[config.mk]
export PLATFORM = sky130hd
export DESIGN_NAME = acq_trigger_sched
export DESIGN_NICKNAME = d
export VERILOG_FILES = /design/src/rtl/trig_pkg.sv /design/src/rtl/trig_sync_front.sv /design/src/rtl/trig_period_timer.sv /design/src/rtl/trig_sched_ctrl.sv /design/src/rtl/acq_trigger_sched.sv
export SDC_FILE = /design/constraint.sdc
export NUM_CORES = 1
export LEC_CHECK = 0
export ABC_AREA = 1
export CAP_MARGIN = 20
export CORE_MARGIN = 4
export CORE_UTILIZATION = 55
export DETAILED_ROUTE_END_ITERATION = 8
export PLACE_DENSITY = 0.79
export SLEW_MARGIN = 20
export SYNTH_ARGS = -nofsm -noshare
export SYNTH_HDL_FRONTEND = slang
export SYNTH_SLANG_ARGS = --single-unit
export TNS_END_PERCENT = 50
[constraint.sdc]
create_clock -name clk -period 2.4 [get_ports clk]
set_input_delay 0.48 -clock clk [delete_from_list [all_inputs] [get_ports clk]]
set_output_delay 0.48 -clock clk [all_outputs]
set_load 0.005 [all_outputs]
[src/rtl/trig_pkg.sv]
// Package: shared types of the acquisition trigger scheduler.
package trig_pkg;
    // Trigger source actually in effect, derived from the mode inputs
    typedef enum logic [1:0] {
        SRC_TIMED     = 2'd0,
        SRC_SYNC_LOW  = 2'd1,
        SRC_SYNC_RISE = 2'd2
    } trig_src_e;
endpackage

[src/rtl/trig_sync_front.sv]
// trig_sync_front
//   Brings the asynchronous sync pin into the clock domain through two
//   flops. A third flop delays the synchronised level for edge detection.
//   A saturating counter qualifies a low level that has lasted LOW_QUAL
//   clocks.
//   Assumes: pin is asynchronous; LOW_QUAL >= 1.
module trig_sync_front #(
    parameter int LOW_QUAL = 16
) (
    input  logic clk,
    input  logic rst_n,
    input  logic pin_raw,
    output logic rise_o,
    output logic low_ok_o
);
    localparam int LQ_W = $clog2(LOW_QUAL + 1);

    logic          meta_q;
    logic          lvl_q;
    logic          lvl_d1_q;
    logic [LQ_W-1:0] low_cnt_q;

    // Synchroniser chain plus delay stage; reset value is "high" so a
    // low pin must be seen for the full window before it counts
    always_ff @(posedge clk) begin
        if (!rst_n) begin
            meta_q   <= 1'b1;
            lvl_q    <= 1'b1;
            lvl_d1_q <= 1'b1;
        end else begin
            meta_q   <= pin_raw;
            lvl_q    <= meta_q;
            lvl_d1_q <= lvl_q;
        end
    end

    // Count consecutive low clocks, saturating at the qualification length
    always_ff @(posedge clk) begin
        if (!rst_n) begin
            low_cnt_q <= '0;
        end else if (lvl_q) begin
            low_cnt_q <= '0;
        end else if (low_cnt_q != LQ_W'(LOW_QUAL)) begin
            low_cnt_q <= low_cnt_q + 1'b1;
        end
    end

    // Edge and qualified-low flags for the controller
    always_comb begin
        rise_o   = lvl_q & ~lvl_d1_q;
        low_ok_o = ~lvl_q & (low_cnt_q == LQ_W'(LOW_QUAL));
    end
endmodule

[src/rtl/trig_period_timer.sv]
// trig_period_timer
//   Measures the interval since the last cycle start in prescaled ticks.
//   A tick lasts div+1 clocks. The period and prescale are captured only
//   at reload (cycle start). due_o is raised in the clock whose edge
//   completes the period, and stays high until the next reload. A
//   captured period of 0 keeps due_o high (free-run).
//   Assumes: reload_i is a single-clock pulse issued at cycle start.
module trig_period_timer #(
    parameter int PERIOD_W   = 8,
    parameter int PRESCALE_W = 8
) (
    input  logic                  clk,
    input  logic                  rst_n,
    input  logic                  reload_i,
    input  logic [PERIOD_W-1:0]   period_i,
    input  logic [PRESCALE_W-1:0] div_i,
    output logic                  due_o
);
    logic [PERIOD_W-1:0]   per_q;
    logic [PERIOD_W-1:0]   elapsed_q;
    logic [PRESCALE_W-1:0] div_q;
    logic [PRESCALE_W-1:0] pre_q;
    logic                  tick;
    logic                  reached;
    logic                  last_tick;

    // Tick strobe and interval comparisons
    always_comb begin
        tick      = (pre_q == div_q);
        reached   = (elapsed_q == per_q);
        last_tick = tick &
                    (((PERIOD_W+1)'(elapsed_q) + (PERIOD_W+1)'(1)) == (PERIOD_W+1)'(per_q));
        due_o     = reached | last_tick;
    end

    // Capture settings at start, then run prescaler and saturating tick count
    always_ff @(posedge clk) begin
        if (!rst_n) begin
            per_q     <= '0;
            div_q     <= '0;
            elapsed_q <= '0;
            pre_q     <= '0;
        end else if (reload_i) begin
            per_q     <= period_i;
            div_q     <= div_i;
            elapsed_q <= '0;
            pre_q     <= '0;
        end else if (tick) begin
            pre_q <= '0;
            if (!reached) begin
                elapsed_q <= elapsed_q + 1'b1;
            end
        end else begin
            pre_q <= pre_q + 1'b1;
        end
    end
endmodule

[src/rtl/trig_sched_ctrl.sv]
// trig_sched_ctrl
//   Arbitrates trigger requests against the single measurement engine.
//   A start fires when the engine is idle, or is finishing in this clock,
//   and the selected source asks for a cycle. A rising edge that cannot
//   be served at once is held in a one-bit pending flag, so edges seen
//   during a run merge into one.
//   Assumes: done_i is a one-clock pulse per started cycle.
module trig_sched_ctrl
    import trig_pkg::*;
(
    input  logic      clk,
    input  logic      rst_n,
    input  trig_src_e src_i,
    input  logic      due_i,
    input  logic      low_ok_i,
    input  logic      rise_i,
    input  logic      done_i,
    output logic      fire_o,
    output logic      start_o,
    output logic      pend_o
);
    logic busy_q;
    logic pend_q;
    logic want;

    // Request from the source in effect
    always_comb begin
        unique case (src_i)
            SRC_TIMED:     want = due_i;
            SRC_SYNC_LOW:  want = low_ok_i;
            SRC_SYNC_RISE: want = rise_i | pend_q;
            default:       want = 1'b0;
        endcase
        fire_o = want & (~busy_q | done_i);
        pend_o = pend_q;
    end

    // Busy tracking, registered start pulse and pending edge flag
    always_ff @(posedge clk) begin
        if (!rst_n) begin
            busy_q  <= 1'b0;
            start_o <= 1'b0;
            pend_q  <= 1'b0;
        end else begin
            start_o <= fire_o;
            if (fire_o) begin
                busy_q <= 1'b1;
            end else if (done_i) begin
                busy_q <= 1'b0;
            end
            if (src_i == SRC_SYNC_RISE) begin
                pend_q <= (pend_q | rise_i) & ~fire_o;
            end else begin
                pend_q <= 1'b0;
            end
        end
    end
endmodule

[src/rtl/acq_trigger_sched.sv]
// acq_trigger_sched
//   Top of the acquisition trigger scheduler. It selects the trigger
//   source from the mode inputs, ties the sync front end, the period
//   timer and the start controller together, and reports the usable key
//   count (one sense input is lost to the sync pin in sync mode).
//   Assumes: the engine answers every start with one done pulse.
module acq_trigger_sched
    import trig_pkg::*;
#(
    parameter int PERIOD_W   = 8,
    parameter int PRESCALE_W = 8,
    parameter int LOW_QUAL   = 16,
    parameter int NUM_SENSE  = 11,
    parameter int KCNT_W     = $clog2(NUM_SENSE + 1)
) (
    input  logic                  clk,
    input  logic                  rst_n,
    input  logic                  timed_en,
    input  logic [PERIOD_W-1:0]   cycle_period,
    input  logic [PRESCALE_W-1:0] tick_div,
    input  logic                  sync_edge_sel,
    input  logic                  sync_pin,
    input  logic                  meas_done,
    output logic                  meas_start,
    output logic [KCNT_W-1:0]     key_count
);
    trig_src_e src;
    logic      sync_rise;
    logic      low_ok;
    logic      due;
    logic      fire;
    logic      pend;

    // Decode the source in effect and the key count it leaves
    always_comb begin
        if (timed_en) begin
            src       = SRC_TIMED;
            key_count = KCNT_W'(NUM_SENSE);
        end else begin
            src       = sync_edge_sel ? SRC_SYNC_RISE : SRC_SYNC_LOW;
            key_count = KCNT_W'(NUM_SENSE - 1);
        end
    end

    trig_sync_front #(
        .LOW_QUAL (LOW_QUAL)
    ) u_front (
        .clk      (clk),
        .rst_n    (rst_n),
        .pin_raw  (sync_pin),
        .rise_o   (sync_rise),
        .low_ok_o (low_ok)
    );

    trig_period_timer #(
        .PERIOD_W   (PERIOD_W),
        .PRESCALE_W (PRESCALE_W)
    ) u_timer (
        .clk      (clk),
        .rst_n    (rst_n),
        .reload_i (fire),
        .period_i (cycle_period),
        .div_i    (tick_div),
        .due_o    (due)
    );

    trig_sched_ctrl u_ctrl (
        .clk      (clk),
        .rst_n    (rst_n),
        .src_i    (src),
        .due_i    (due),
        .low_ok_i (low_ok),
        .rise_i   (sync_rise),
        .done_i   (meas_done),
        .fire_o   (fire),
        .start_o  (meas_start),
        .pend_o   (pend)
    );
endmodule

==> impl_metrics.tcl <==
set metrics [dict create \
    cp-startpoint "u_timer.elapsed_q[0]$_SDFFE_PP0P_" \
    drt_iter0_drc 72 \
    rsz0062_at_grt "no" \
    grt-ovfl-total 0 \
    diodes 0 \
    required_ns 2.63 \
    yosysTopAreaCellShare_pct 37.1 \
    ioPinCount 27 \
    r2r_end "u_timer.elapsed_q[4]$_SDFFE_PP0P_" \
    rrSetupSlack_ns 0.33 \
    slew_violations 0 \
    vias_per_cell 4.81 \
    reg2reg_from "u_timer.elapsed_q[0]$_SDFFE_PP0P_" \
    setup_viol 0 \
    die_h_um 73.0 \
    grt_pass1_wl_um 7500 \
    gr-usage-all-layers_pct 18.0 \
    clock_path_buffers 2 \
    slowest_delay_ns 0.38 \
    fin_skew_ns 0.00547 \
    clkLatencyLatePin_ns 0.29 \
    start_util_pct 57.6 \
    fmax_mhz 483 \
    synth_most_common_cell "nand2_1" \
    firstDrtPassIters 4 \
    cts_resized 0 \
    stdcell_area_sq_mm 0.00268 \
    slowest_stage "nand2_2" \
    hold_path_class "reg -> reg" \
    fin_crit_sh_pct 86.3 \
    clk_pin_slew_ns 0.08 \
    synth_commonest_cells "82 x nand2_1, 45 x inv_1, 43 x dfxtp_1, 26 x nand3_1, 21 x nor2_1" \
    clock-sinks 43 \
    die_w_um 73.0 \
    drv_cap 0 \
    tritoncts "yes" \
    rows 23 \
    synth_cells 327 \
    area_growth_pct 15.3 \
    grt_max_degree 29 \
    worst_slew_pin_slew_ns 0.496 \
    hold_violations 0 \
    worst_slew_margin_rel_pct 66.8 \
    synth_warnings 0 \
    dp_hpwl_um 3330 \
    synth_edf_count 0 \
    r2r_cells 15 \
    start_kind "register" \
    hold_buffers 0 \
    power.density_mw_per_mm2 1110 \
    post_drt_wl_per_cell_um 10.5 \
    final_util_pct 66.4 \
    setup.worst_path.class "reg -> reg" \
    synth-seq-area-share_pct 37.1 \
    endpoint "u_timer.elapsed_q[4]$_SDFFE_PP0P_" \
    yosysTopAreaCell "dfxtp_1" \
    path_cells "ha_1 > inv_1 > nor2_2 > nand2_1 > nand2_1 > nand2_1 > inv_1 > nor2_1 > nand4_1 > nand2_1 > nand2_2 > nand2_4 > nand2_2 > nand2_8 > nor2_2" \
    synthesis.area_sq_mm 0.00232 \
    endpoint_kind "register" \
    ir_drop_mv 0.575 \
    cts_root_buf "clkbuf_8" \
    path_max_fanout 20 \
    postCtsSetupBuffers 0 \
    coreArea_sq_mm 0.00403 \
    cts_max_level 2 \
    numPortBuffers 23 \
    drc 0 \
    ys_ff_latch 43 \
    fin_nets 378 \
    antenna_found_initial 0 \
    cp.arrival_ns 2.30 \
    crit_top_cell "nand2_1" \
    antenna_left 0 \
    synth_cell_types 26 \
    placed_cell_area_sq_mm 0.00259 \
    synth_area_leaders "dfxtp_1 37%, nand2_1 13%, inv_1 7.3%" \
    dieArea_sq_mm 0.00532 \
    async_reset_ff_share_pct 0 \
    fin_hold_ws_ns 0.432 \
    cts_buffers 5 \
    route.vias.total 1932 \
    syn-mean-instance-area_sq_um 7.10 \
    drive_gt1_share_pct 12.8 \
    gp_congestion 0.885 \
    grt_pass1_vias 1812 \
    tns_ns 0 \
    synth-main-ff-cell "dfxtp_1" \
    run_status "complete, no violations" \
    drt_wl_total_um 4220 \
    leakagePower_nw 1.19 \
    fin_crit_ns 2.07 \
    p_total_mw 2.97 \
]
-- cell type report --
cell class                      instances  area, sq um
Clock buffer                            6         82.6
Timing Repair Buffer                   30          283
Sequential cell                        43          861
Clock inverter                          1         5.00
Inverter                               49          184
Tap cell                               50         62.6
Fill cell                             390         1350
Multi-Input combinational cell        223         1200
-- worst max-delay path: cells and delay by family (launching register included) --
family                     cells  cell delay [ns]
adders and majority gates      1             0.20
and+or+nand+nor               12             1.33
buffers and inverters          2             0.12
DFF                            1             0.35
-- per-layer routing --
| layer | share of wire, % | up-vias | track usage [%] |
|---|---|---|---|
| met2 | 45 | 32 | 30.2 |
| met1 | 49 | 845 | 22.4 |
| met3 | 4.1 | 7 | 3.72 |
| met5 | 0 | - | 0 |
| li1 | - | 1048 | - |
| met4 | 1.9 | 0 | 7.38 |
-- where the power goes --
part           switching (mW)  internal, mW  total [mW]
Clock                   0.229         0.226       0.455
Combinational           0.956         0.515        1.47
Sequential              0.151         0.896        1.05
Total                    1.34          1.64        2.97
-- layout by cell type, fill, tap and decap left out --
cell / n
conb_1: 3
nand2_4: 1
nand3_1: 26
o21ai_0: 3
nand3_2: 1
or2_2: 2
inv_1: 45
dfxtp_1: 43
nor2_2: 19
clkinv_1: 1
xnor2_1: 8
nand2_1: 82
nand4_1: 19
nand2_2: 3
nand2_8: 2
clkbuf_8: 6
ha_1: 4
nor3_1: 6
clkinv_2: 1
clkdlybuf4s50_1: 23
xor2_1: 15
or2_1: 2
a21oi_1: 6
buf_4: 7
inv_2: 3
nor2_1: 21
-- worst min path at each step --
stage / from / to / slack, ns / cells after the start
3_5_place_dp: u_front.meta_q$_SDFF_PN1_ / u_front.lvl_q$_SDFF_PN1_ / 0.41 / 1
4_1_cts: u_front.meta_q$_SDFF_PN1_ / u_front.lvl_q$_SDFF_PN1_ / 0.44 / 1
2_1_floorplan: u_front.meta_q$_SDFF_PN1_ / u_front.lvl_q$_SDFF_PN1_ / 0.39 / 1
3_3_place_gp: u_front.meta_q$_SDFF_PN1_ / u_front.lvl_q$_SDFF_PN1_ / 0.40 / 1
6_report: u_front.meta_q$_SDFF_PN1_ / u_front.lvl_q$_SDFF_PN1_ / 0.43 / 1
5_1_grt: u_front.meta_q$_SDFF_PN1_ / u_front.lvl_q$_SDFF_PN1_ / 0.47 / 1
-- through the flow --
step / instances / setup WS, ns
floorplan: 328 / 0.645
global placement: 395 / 0.318
detailed placement: 395 / 0.262
CTS: 402 / 0.315
global route: 402 / 0.0145
finish: 402 / 0.330
-- kinds of logic (layout without fill, tap and decap cells) --
group,after synthesis,in the layout,synth area share [%]
AO/OA/AOI/OAI,9,9,1.94
XOR/XNOR,23,23,8.68
other,2,3,0.324
adder cells (fa/ha/maj),4,4,2.16
AND/OR/NAND/NOR,184,184,38.3
buffers and inverters,62,86,11.5
flip-flops,43,43,37.1
-- flip-flops by register name, summed over array words and instances, names as in the netlist --
register	count
u_front.lvl_q	1
u_front.lvl_d1_q	1
u_timer.div_q	8
u_ctrl.busy_q	1
u_timer.elapsed_q	8
u_front.low_cnt_q	5
u_timer.pre_q	8
u_timer.per_q	8
u_front.meta_q	1
u_ctrl.start_o	1
u_ctrl.pend_o	1
(Power assumes the default switching activity.)
